--- src/rtl/rx_idle_timeout.sv ---
module rx_idle_timeout #(
  parameter int CNT_W = 17
) (
  input  logic             clk,
  input  logic             rst_n,
  input  logic [CNT_W-1:0] to_value,
  input  logic             bit_tick,
  input  logic             char_rx,
  input  logic             cmd_wait_char,
  input  logic             cmd_restart,
  input  logic             cmd_clr_status,
  input  logic             irq_en,
  output logic             timeout_flag,
  output logic             irq
);

  localparam logic [CNT_W-1:0] ONE = CNT_W'(1);

  logic [CNT_W-1:0] cnt_q;
  logic             run_q;
  logic             enabled, dec, expire;

  assign enabled = |to_value;
  assign dec     = run_q && bit_tick && (cnt_q != '0) &&
                   !cmd_restart && !cmd_wait_char && !char_rx;
  assign expire  = dec && enabled && (cnt_q == ONE);

  always_ff @(posedge clk or negedge rst_n) begin
    if (!rst_n) begin
      cnt_q <= '0;
      run_q <= 1'b0;
    end else if (cmd_restart) begin
      cnt_q <= to_value;
      run_q <= 1'b1;
    end else if (cmd_wait_char) begin
      cnt_q <= to_value;
      run_q <= 1'b0;
    end else if (char_rx) begin
      cnt_q <= to_value;
      run_q <= 1'b1;
    end else if (dec) begin
      cnt_q <= cnt_q - ONE;
    end
  end

  always_ff @(posedge clk or negedge rst_n) begin
    if (!rst_n)              timeout_flag <= 1'b0;
    else if (expire)         timeout_flag <= 1'b1;
    else if (cmd_clr_status) timeout_flag <= 1'b0;
  end

  assign irq = timeout_flag & irq_en;

endmodule


--- config.mk ---
export PLATFORM = sky130hd
export DESIGN_NAME = rx_idle_timeout
export DESIGN_NICKNAME = d
export VERILOG_FILES = /design/src/rtl/rx_idle_timeout.sv
export SDC_FILE = /design/constraint.sdc
export NUM_CORES = 1
export LEC_CHECK = 0
export BUFFER_PORTS_ARGS = -buffer_cell sky130_fd_sc_hd__buf_4
export CAP_MARGIN = 20
export CORE_ASPECT_RATIO = 1.1
export CORE_MARGIN = 3
export CORE_UTILIZATION = 50
export CTS_BUF_LIST = sky130_fd_sc_hd__clkbuf_8
export CTS_CLUSTER_DIAMETER = 120
export DETAILED_ROUTE_END_ITERATION = 10
export GPL_TIMING_DRIVEN = 0
export PLACE_DENSITY = 0.83
export REMOVE_ABC_BUFFERS = 1
export SLEW_MARGIN = 10
export SYNTH_ARGS = -nofsm -noshare
export SYNTH_HDL_FRONTEND = slang
export SYNTH_SLANG_ARGS = --single-unit
--- constraint.sdc ---
create_clock -name clk -period 2.2 [get_ports clk]
set_clock_uncertainty 0.05 [all_clocks]
set_input_delay 0 -clock clk [delete_from_list [all_inputs] [get_ports clk]]
set_output_delay 0 -clock clk [all_outputs]
set_load 0.05 [all_outputs]
==> results of run 1 <==
## cells in the mapped netlist (3+ instances only)
| cell | count |
|---|---|
| nand4_1 | 4 |
| dfrtp_1 | 19 |
| a21oi_1 | 18 |
| nor4_1 | 7 |
| clkbuf_1 | 4 |
| nor3_1 | 6 |
| nand3_1 | 4 |
| nor2_1 | 24 |
| nand2_1 | 4 |
| mux2i_1 | 3 |
| ha_1 | 3 |
| xor2_1 | 6 |
| xnor2_1 | 6 |
| inv_1 | 3 |
## where the power goes
part | leakage, nW | switching (W) | internal (W) | total [W]
combinational | 0.448 | 0.0000745 | 0.000101 | 0.000175
sequential | 0.219 | 0.0000345 | 0.000375 | 0.000409
clock | 0.0269 | 0.000120 | 0.000124 | 0.000244
total | 0.694 | 0.000229 | 0.000600 | 0.000828
## worst max-delay path: stages, from the launching register on
cell and delay [ns]:
dfrtp_1 0.44, or4_4 0.57, or4b_4 0.60, or4b_1 0.21
xor2_1 0.15, a21oi_1 0.08
## per-stage QoR
| stage | power [W] | hold slack [ns] |
|---|---|---|
| 2_1_floorplan | 0.000473 | -0.346 |
| 3_3_place_gp | 0.000530 | -0.166 |
| 3_5_place_dp | 0.000541 | -0.159 |
| 4_1_cts | 0.000812 | 0.00520 |
| 5_1_grt | 0.000868 | 0.0271 |
| 6_report | 0.000828 | -0.0000105 |
## layout make-up
type | count | area, µm²
Multi-Input combinational cell | 106 | 704
Timing Repair Buffer | 53 | 454
Clock buffer | 3 | 41.3
Sequential cell | 19 | 477
Tap cell | 28 | 35.0
Inverter | 3 | 11.3
Fill cell | 147 | 400
Clock inverter | 1 | 3.75
## sequential cells by signal, indices dropped and copies added (netlist names)
signal,cells
cnt_q,17
run_q,1
timeout_flag,1
## logic make-up after synthesis
group	synth area share
AOI/OAI and AO/OA	0.105
xor gates and xnor gates	0.0892
adders and majority gates	0.0319
buffers and inverters	0.0265
DFF	0.403
muxes	0.0350
and+or+nand+nor	0.309
## layer usage
layer	global-route usage	part of all wire
met5	0	0
met4	0.0949	0.025
met3	0.0398	0.043
met2	0.408	0.53
met1	0.286	0.40
## cell usage in the layout (no fill, tap or decap), types with 2 or more instances in the layout
cell / instances
a21oi_1: 18
and4bb_2: 2
buf_4: 31
clkbuf_8: 3
dfrtp_1: 18
dlygate4sd3_1: 21
ha_1: 3
inv_1: 3
mux2i_1: 3
nand2_1: 4
nand3_1: 4
nand4_1: 4
nor2_1: 23
nor3_1: 4
nor3_2: 2
nor4_1: 6
or4_4: 2
xnor2_1: 6
xor2_1: 6
## worst max-delay path by stage
stage / endpoint / startpoint / depth (start not counted) / slack (ns)
after floorplan: cnt_q[1]$_DFFE_PN0P_ / char_rx / 2 / -0.21
final: cnt_q[7]$_DFFE_PN0P_ / cnt_q[8]$_DFFE_PN0P_ / 5 / -0.005
after detailed placement: cnt_q[6]$_DFFE_PN0P_ / cnt_q[15]$_DFFE_PN0P_ / 5 / -0.02
after global placement: timeout_flag$_DFFE_PN0P_ / char_rx / 6 / -0.91
after global routing: cnt_q[6]$_DFFE_PN0P_ / cnt_q[5]$_DFFE_PN0P_ / 5 / -0.04
after CTS: cnt_q[6]$_DFFE_PN0P_ / cnt_q[15]$_DFFE_PN0P_ / 5 / 0.02
## what timing repair did
item / in CTS / in global routing
endpoints found under the setup margin: 5 / 5
resized for setup: 2 / 6
endpoints found under the hold margin: 37 / 1
pin swaps: 0 / 4
buffers inserted: 0 / 4
hold buffers: 20 / 1
==> metrics.csv, run 1 <==
metric,value,unit
hpwl,2090,µm
hp-class,input port to register,
tns,-0.00516,ns
finish.utilization,0.812,
maxCapViolCount,0,
relSlewSlack,0.632,
holdPathEnd,cnt_q[12]$_DFFE_PN0P_,
yosysWarnings,0,
final_cell_area,0.00173,mm²
critPathMaxFanout,7,
clk_path_buf_depth,2,
r2r_slack,-0.005,ns
drc_errors,0,
fp.coreArea,0.00213,mm²
firstDrtPassIters,4,
leakagePower,0.694,nW
wl_per_cell,16.1,µm
slew_violations,0,
critPathLaunchType,register,
drt_iter0_markers,31,
nets,214,
r2r_start,cnt_q[8]$_DFFE_PN0P_,
dp_cells,184,
fmax,453,MHz
antenna_found_initial,0,
clock_latency,0.26,ns
cts_root_buffer,clkbuf_8,
die_height,56.9,µm
ys_types,33,
violations,"hold timing, setup timing",
arrival,2.30,ns
place_area,0.00141,mm²
synth_top_area_cell,dfrtp_1,
port-buffer-count,26,
pin_count,27,
finalCritPeriodShare,1.00,
numCtsBuffers,3,
rsz0062_at_grt,yes,
ys_seq_area_frac,0.403,
synthTopCellsByArea,"dfrtp_1 (40%), a21oi_1 (7.6%), nor2_1 (7.6%), xnor2_1 (4.5%), xor2_1 (4.5%)",
timing.final.ws_setup,-0.00516,ns
max-vdd-ir-drop,0.000335,V
dieArea,0.00298,mm²
setup_viol,1,
start_util,0.554,
synth_area,0.00118,mm²
synth_seq_cells,19,
status,"complete, but fails checks",
vias,1251,
routed_wl,3430,µm
area_delta_synth_final,46.5,%
ant_nets,0,
grt_pass1_wl,5260,µm
synth_cells,133,
gr-total-overflow,0,
rows,17,
drive_gt1_frac,0.265,
hold_violations,1,
hold_depth,3,
worst_pin_slew,0.547,ns
htreeDepth,1,
path_class,register to register,
grt_usage,0.237,
period_needed,2.21,ns
cts.reportedPaths.clkPinSlew,0.07,ns
r2r_cells,5,
cts.sinks,19,
syn_avg_cell_area,8.86,µm²
fin_hold_ws,-0.0000105,ns
hold_start,cmd_restart,
r2r-end,cnt_q[7]$_DFFE_PN0P_,
synth_edf_count,0,
grt_max_degree,20,
n_antenna_cell,0,
synth_top_area_frac,0.403,
cp.required,2.29,ns
end_kind,register,
via_per_inst,5.87,
synth_ff_type,dfrtp_1,
first_global_vias,1238,
post-place-ws,-0.0154,ns
powerDensity,480,mW/mm²
instances_no_fill,213,
async_flop_share,1.00,
globalplace.congestion,0.835,
tritoncts,yes,
fp.dieW,52.3,µm
Power figures use the tool's default switching activity.
==> inputs of run 2 (changes only) <==
--- a/config.mk
+++ b/config.mk
@@ -9,12 +9,12 @@
 export CAP_MARGIN = 20
 export CORE_ASPECT_RATIO = 1.1
 export CORE_MARGIN = 3
-export CORE_UTILIZATION = 50
+export CORE_UTILIZATION = 55
 export CTS_BUF_LIST = sky130_fd_sc_hd__clkbuf_8
 export CTS_CLUSTER_DIAMETER = 120
 export DETAILED_ROUTE_END_ITERATION = 10
-export GPL_TIMING_DRIVEN = 0
-export PLACE_DENSITY = 0.83
+export GPL_TIMING_DRIVEN = 1
+export PLACE_DENSITY = 0.86
 export REMOVE_ABC_BUFFERS = 1
 export SLEW_MARGIN = 10
 export SYNTH_ARGS = -nofsm -noshare
==> constraint.sdc (replaced) <==
create_clock -name clk -period 2.7 [get_ports clk]
set_clock_uncertainty 0.05 [all_clocks]
set_input_delay 0 -clock clk [delete_from_list [all_inputs] [get_ports clk]]
set_output_delay 0 -clock clk [all_outputs]
set_load 0.05 [all_outputs]
==> run 2 against run 1 <==
Net effect: the run now ends clean; via count fell by 2.6%; register-to-register slack improved by 0.43 ns; first-iteration DRC count rose by 19%; die area fell by 8.1%; clock power fell by 16%; sequential power fell by 19%; total power fell by 19%; setup slack improved by 0.43 ns; final area fell by 3.6%; global-route usage rose by 3.7 points; largest cell class unchanged.
==> metrics.csv, run 2 (same netlist as run 1, synthesis figures left out) <==
metric,value,unit,change
powerDensity,401,mW/mm²,-16%
cpPeakStageDelay,0.65,ns,+0.05 ns
vias,1219,,-2.6%
relSlewSlack,0.344,,-0.288
nets,210,,-1.9%
dp_cells,183,,-0.54%
path_class,register to register,,
path_delay_family,simple AND/OR/NAND/NOR gates,,
regMostFlops,cnt_q,,
hp-class,input port to async pin,,
dieArea,0.00273,mm²,-8.1%
place_area,0.00141,mm²,-0.35%
first_global_vias,1237,,-0.081%
drc_errors,0,,unchanged
layout_common_cells,"buf_4 (28), nor2_1 (24), dlygate4sd3_1 (21)",,
mostFrequentLayoutCell,buf_4,,
top_regs,"cnt_q: 17 flops, run_q: 1 flops, timeout_flag: 1 flops",,
final_cell_area,0.00166,mm²,-3.6%
critPathLaunchType,register,,
fmax,440,MHz,-3.0%
max-vdd-ir-drop,0.000324,V,-3.1%
period_needed,2.27,ns,+0.0677 ns
pin_count,27,,unchanged
crit_buf_inv,0,,unchanged
hpwl,2070,µm,-1.3%
worst_pin_slew,0.979,ns,+0.432 ns
gr-total-overflow,0,,unchanged
status,finished clean,,
area_delta_synth_final,41.2,%,
r2r_cells,5,,unchanged
cts_root_buffer,clkbuf_8,,
largest_register_ffs,17,,unchanged
globalplace.congestion,0.827,,-0.89%
slew_violations,0,,unchanged
start_util,0.620,,+0.0656
cp.required,2.75,ns,+0.46 ns
htreeDepth,1,,unchanged
grt_usage,0.274,,+0.0368
numCtsBuffers,3,,unchanged
cts.reportedPaths.clkPinSlew,0.08,ns,about the same
hold_buffers,21,,+5.0%
instances_no_fill,208,,-2.3%
tritoncts,yes,,
postCtsSetupBuffers,0,,unchanged
n_antenna_cell,0,,unchanged
maxCapViolCount,0,,unchanged
finalCritPeriodShare,0.842,,-0.161
rows,16,,-1
r2r_start,cnt_q[13]$_DFFE_PN0P_,,
r2r_slack,0.43,ns,+0.43 ns
r2r-end,cnt_q[6]$_DFFE_PN0P_,,
fp.coreArea,0.00190,mm²,-11%
tns,0,ns,+0.00516 ns
arrival,2.32,ns,+0.02 ns
rsz0062_at_grt,no,,
drt_iter0_markers,37,,+19%
via_per_inst,5.86,,-0.22%
path_cells,"or4_4, or4b_1, nor3b_2, xnor2_1, a21oi_1",,
die_height,54.6,µm,-4.2%
grt_pass1_wl,5590,µm,+6.3%
setup_viol,0,,-1
hold_violations,0,,-1
ant_nets,0,,unchanged
critPathMaxFanout,7,,unchanged
end_kind,register,,
cpMaxStageDelayCell,or4b_1,,
wl_per_cell,15.9,µm,-1.0%
clock_latency,0.25,ns,about the same
firstDrtPassIters,4,,unchanged
cts.sinks,19,,unchanged
grt_max_degree,21,,+5.0%
fp.dieW,50.1,µm,-4.1%
routed_wl,3320,µm,-3.4%
port-buffer-count,26,,unchanged
clk_path_buf_depth,2,,unchanged
ctsResizeCount,0,,-2
leakagePower,0.672,nW,-3.2%
drive_gt1_frac,0.215,,-0.0494
antenna_found_initial,0,,unchanged
run 2: stage by stage:
step                total power [W]  utilization  hold WS (ns)  setup slack, ns
CTS                        0.000658        0.875        0.0867            0.446
global route               0.000692        0.875         0.116            0.324
floorplan                  0.000385            -        -0.346            0.286
detailed placement         0.000438        0.740        -0.164            0.457
finish                     0.000668        0.875        0.0985            0.427
global placement           0.000433        0.740        -0.165            0.522
run 2: worst reg2reg max path, delay by kind of cell, from the launching register on:
kind            cells  cell delay (ns)
simple gates        3             1.42
flops               1             0.42
xor+xnor            1             0.14
compound gates      1             0.08
run 2: area by class of cell:
type / count / area [µm²]
multi-input cells: 106 / 677
flip-flops and latches: 19 / 475
repair buffers: 49 / 420
fillers: 86 / 238
clock buffers: 3 / 41.3
well taps: 27 / 33.8
inverters: 3 / 11.3
clock inverters: 1 / 5.00
run 2: worst max-delay path by stage:
stage | start | to | slack (ns) | depth (start not counted)
4_1_cts | cnt_q[13]$_DFFE_PN0P_ | cnt_q[6]$_DFFE_PN0P_ | 0.45 | 5
6_report | cnt_q[13]$_DFFE_PN0P_ | cnt_q[6]$_DFFE_PN0P_ | 0.43 | 5
3_3_place_gp | cnt_q[13]$_DFFE_PN0P_ | cnt_q[6]$_DFFE_PN0P_ | 0.52 | 5
3_5_place_dp | cnt_q[13]$_DFFE_PN0P_ | cnt_q[6]$_DFFE_PN0P_ | 0.46 | 5
5_1_grt | cnt_q[0]$_DFFE_PN0P_ | cnt_q[6]$_DFFE_PN0P_ | 0.32 | 7
2_1_floorplan | char_rx | cnt_q[1]$_DFFE_PN0P_ | 0.29 | 2
run 2: layer usage:
layer	vias to the layer above	share of wire	wire (µm)	global-route usage
met2	60	0.50	1660	0.498
met3	12	0.063	210	0.0354
li1	578	-	-	-
met1	569	0.41	1340	0.328
met4	0	0.031	104	0.115
met5	-	0	0	0
run 2: power breakdown:
part / leakage [nW] / total (W) / internal [W] / switching (W)
logic: 0.426 / 0.000133 / 0.0000758 / 0.0000575
clock network: 0.0255 / 0.000205 / 0.000103 / 0.000102
registers: 0.220 / 0.000330 / 0.000305 / 0.0000250
==> inputs of run 3 (changes only) <==
--- a/config.mk
+++ b/config.mk
@@ -5,16 +5,17 @@
 export SDC_FILE = /design/constraint.sdc
 export NUM_CORES = 1
 export LEC_CHECK = 0
+export ABC_AREA = 1
 export BUFFER_PORTS_ARGS = -buffer_cell sky130_fd_sc_hd__buf_4
 export CAP_MARGIN = 20
 export CORE_ASPECT_RATIO = 1.1
 export CORE_MARGIN = 3
-export CORE_UTILIZATION = 55
+export CORE_UTILIZATION = 52
 export CTS_BUF_LIST = sky130_fd_sc_hd__clkbuf_8
 export CTS_CLUSTER_DIAMETER = 120
 export DETAILED_ROUTE_END_ITERATION = 10
 export GPL_TIMING_DRIVEN = 1
-export PLACE_DENSITY = 0.86
+export PLACE_DENSITY = 0.83
 export REMOVE_ABC_BUFFERS = 1
 export SLEW_MARGIN = 10
 export SYNTH_ARGS = -nofsm -noshare
==> constraint.sdc (replaced) <==
create_clock -name clk -period 1.9 [get_ports clk]
set_clock_uncertainty 0.05 [all_clocks]
set_input_delay 0 -clock clk [delete_from_list [all_inputs] [get_ports clk]]
set_output_delay 0 -clock clk [all_outputs]
set_load 0.05 [all_outputs]
==> run 3 against run 2 <==
Net effect: critical path depth is 6 higher; via count is 37% higher; clock power is 34% higher; synthesized cell count is 73% higher; combinational power is 95% higher; global-route usage is 2.8 points lower; critical endpoint is now cnt_q[7]$_DFFE_PN0P_; largest power group unchanged.
==> metrics.csv, run 3 <==
metric,value,unit,change
relSlewSlack,0.775,,+0.431
synth_area,0.00151,mm²,+28%
setup_viol,0,,unchanged
start_util,0.571,,-0.0484
path_cells,"inv_1, ha_1, inv_1, nor2_1, nand2_2, nor2_4, nand2_4, nand2_8, nand2_1, nand3_1, nand2_1",,
via_per_inst,5.48,,-6.5%
combPwrFrac,0.255,,+0.055
hold_buffers,18,,-14%
cts.sinks,19,,unchanged
layout_common_cells,"nand2_1 (83), nand3_1 (38), nor2_1 (32)",,
arrival,1.79,ns,-0.53 ns
powerDensity,523,mW/mm²,+30%
hold_violations,0,,unchanged
nFillCells,208,,+140%
nets,303,,+44%
regMostFlops,cnt_q,,
maxCapViolCount,0,,unchanged
firstDrtPassIters,5,,+1
synth_commonest_cells,"nand2_1 (83), nand3_1 (38), nor2_1 (32)",,
vias,1671,,+37%
yosysWarnings,0,,unchanged
cts_root_buffer,clkbuf_8,,
path_class,register to register,,
slew_violations,0,,unchanged
max-vdd-ir-drop,0.000594,V,+83%
mostFrequentLayoutCell,nand2_1,,
rsz0062_at_grt,no,,
fp.dieW,57.3,µm,+14%
first_global_vias,1577,,+27%
tns,0,ns,unchanged
numCtsBuffers,3,,unchanged
power_frac_seq,0.474,,-0.020
p_sw_frac,0.311,,+0.0346
postCtsSetupBuffers,0,,unchanged
total_power,0.00102,W,+52%
clock_latency,0.25,ns,about the same
ys_types,26,,-21%
finalCritPeriodShare,0.893,,+0.0516
grt_usage,0.245,,-0.0282
ys_seq_area_frac,0.315,,-0.0880
multi_input_area,941,µm²,+39%
hp-class,input port to register,,
cpPeakStageDelay,0.41,ns,-0.24 ns
ant_nets,0,,unchanged
final_cell_area,0.00194,mm²,+17%
drc_errors,0,,unchanged
synth_ff_type,dfrtp_1,,
gr-total-overflow,0,,unchanged
grt_max_degree,27,,+29%
period_needed,1.70,ns,-0.575 ns
cpMaxStageDelayCell,dfrtp_1,,
regArea,475,µm²,unchanged
status,finished clean,,
leakagePower,0.949,nW,+41%
critPathLaunchType,register,,
area_delta_synth_final,28.6,%,
grt_pass1_wl,7040,µm,+26%
ctsResizeCount,0,,unchanged
port-buffer-count,26,,unchanged
wl_per_cell,13.1,µm,-18%
cp.required,2.00,ns,-0.75 ns
end_kind,register,,
pin_count,27,,unchanged
synthTopCellsByArea,"dfrtp_1 (32%), nand2_1 (21%), nand3_1 (13%), nor2_1 (8.0%), nand3b_1 (3.5%)",,
drt_iter0_markers,87,,+140%
die_height,62.5,µm,+15%
use_met3,0.0289,,-0.00650
fin_hold_ws,0.0129,ns,-0.0856 ns
synth_seq_cells,19,,unchanged
fmax,589,MHz,+34%
synth_top_area_cell,dfrtp_1,,
globalplace.congestion,0.931,,+13%
antenna_found_initial,0,,unchanged
worst_pin_slew,0.336,ns,-0.642 ns
largest_register_ffs,17,,unchanged
hpwl,2880,µm,+39%
place_area,0.00171,mm²,+22%
fp.coreArea,0.00264,mm²,+39%
routed_wl,4000,µm,+21%
net-switching-power,0.000316,W,+71%
dieArea,0.00358,mm²,+31%
critPathMaxFanout,18,,+11
synth_top_area_frac,0.315,,-0.0880
clk_path_buf_depth,2,,unchanged
drive_gt1_frac,0.168,,-0.0476
cts.reportedPaths.clkPinSlew,0.07,ns,about the same
tritoncts,yes,,
async_flop_share,1.00,,unchanged
met2_usage,0.376,,-0.122
htreeDepth,1,,unchanged
met1_usage,0.340,,+0.0116
yosysMostFrequentCell,nand2_1,,
p_clk_frac,0.271,,-0.036
rows,19,,+3
synth_edf_count,0,,unchanged
internal-power,0.000699,W,+45%
n_antenna_cell,0,,unchanged
synth_cells,230,,+73%
top_regs,"cnt_q: 17 flops, run_q: 1 flops, timeout_flag: 1 flops",,
busiest_layer,met2,,
syn_avg_cell_area,6.56,µm²,-26%
==> run 3: layout make-up <==
| type | count | share of cell area |
|---|---|---|
| Multi-Input combinational cell | 191 | 0.485 |
| Inverter | 15 | 0.0290 |
| Clock inverter | 1 | 0.00194 |
| Sequential cell | 19 | 0.245 |
| Clock buffer | 3 | 0.0213 |
| Timing Repair Buffer | 45 | 0.197 |
| Tap cell | 31 | 0.0200 |
==> run 3: cell families (layout without fill, tap and decap cells) <==
| kind of cell | Yosys count | after routing | synth area share |
|---|---|---|---|
| AO/OA/AOI/OAI | 5 | 5 | 0.0207 |
| XOR/XNOR | 3 | 3 | 0.0174 |
| adder cells (fa/ha/maj) | 3 | 3 | 0.0249 |
| buffers and inverters | 20 | 64 | 0.0606 |
| flip-flops | 19 | 19 | 0.315 |
| AND/OR/NAND/NOR | 180 | 180 | 0.561 |
==> run 3: critical path: cells and delay by family, from the launching register on <==
kind / cells / cell delay [ns]
fa+ha+maj: 1 / 0.15
buf+inv: 2 / 0.15
flops: 1 / 0.41
simple gates: 8 / 0.82
==> run 3: power groups by stage <==
stage | logic, W | registers, W | clock network (W)
3_5_place_dp | 0.000226 | 0.000487 | 0
6_report | 0.000259 | 0.000481 | 0.000275
5_1_grt | 0.000293 | 0.000485 | 0.000302
3_3_place_gp | 0.000222 | 0.000486 | 0
2_1_floorplan | 0.000142 | 0.000474 | 0
4_1_cts | 0.000258 | 0.000479 | 0.000282
==> run 3: path summary, 6_finish.rpt <==
path / cells after the start / slack (ns) / start / end
worst max-delay path: 11 / 0.20 / cnt_q[0]$_DFFE_PN0P_ / cnt_q[7]$_DFFE_PN0P_
worst min-delay path: 5 / 0.01 / to_value[11] / cnt_q[11]$_DFFE_PN0P_
worst max register to register: 11 / 0.20 / cnt_q[0]$_DFFE_PN0P_ / cnt_q[7]$_DFFE_PN0P_
worst min register to register: 2 / 0.47 / timeout_flag$_DFFE_PN0P_ / timeout_flag$_DFFE_PN0P_
max in group asynchronous: 2 / 1.48 / rst_n / cnt_q[14]$_DFFE_PN0P_
min in group asynchronous: 2 / 0.11 / rst_n / cnt_q[1]$_DFFE_PN0P_
==> run 3: stage by stage <==
| step | setup WS [ns] | util | instances |
|---|---|---|---|
| global placement | 0.283 | 0.650 | 283 |
| global route | 0.125 | 0.735 | 305 |
| CTS | 0.213 | 0.735 | 305 |
| finish | 0.203 | 0.735 | 305 |
| floorplan | 0.437 | - | 225 |
| detailed placement | 0.266 | 0.650 | 283 |
==> run 3: per-layer routing <==
layer / up-vias / routed length (µm)
met2: 59 / 1850
met5: - / 0
met4: 0 / 146
met1: 774 / 1790
met3: 11 / 214
li1: 827 / -
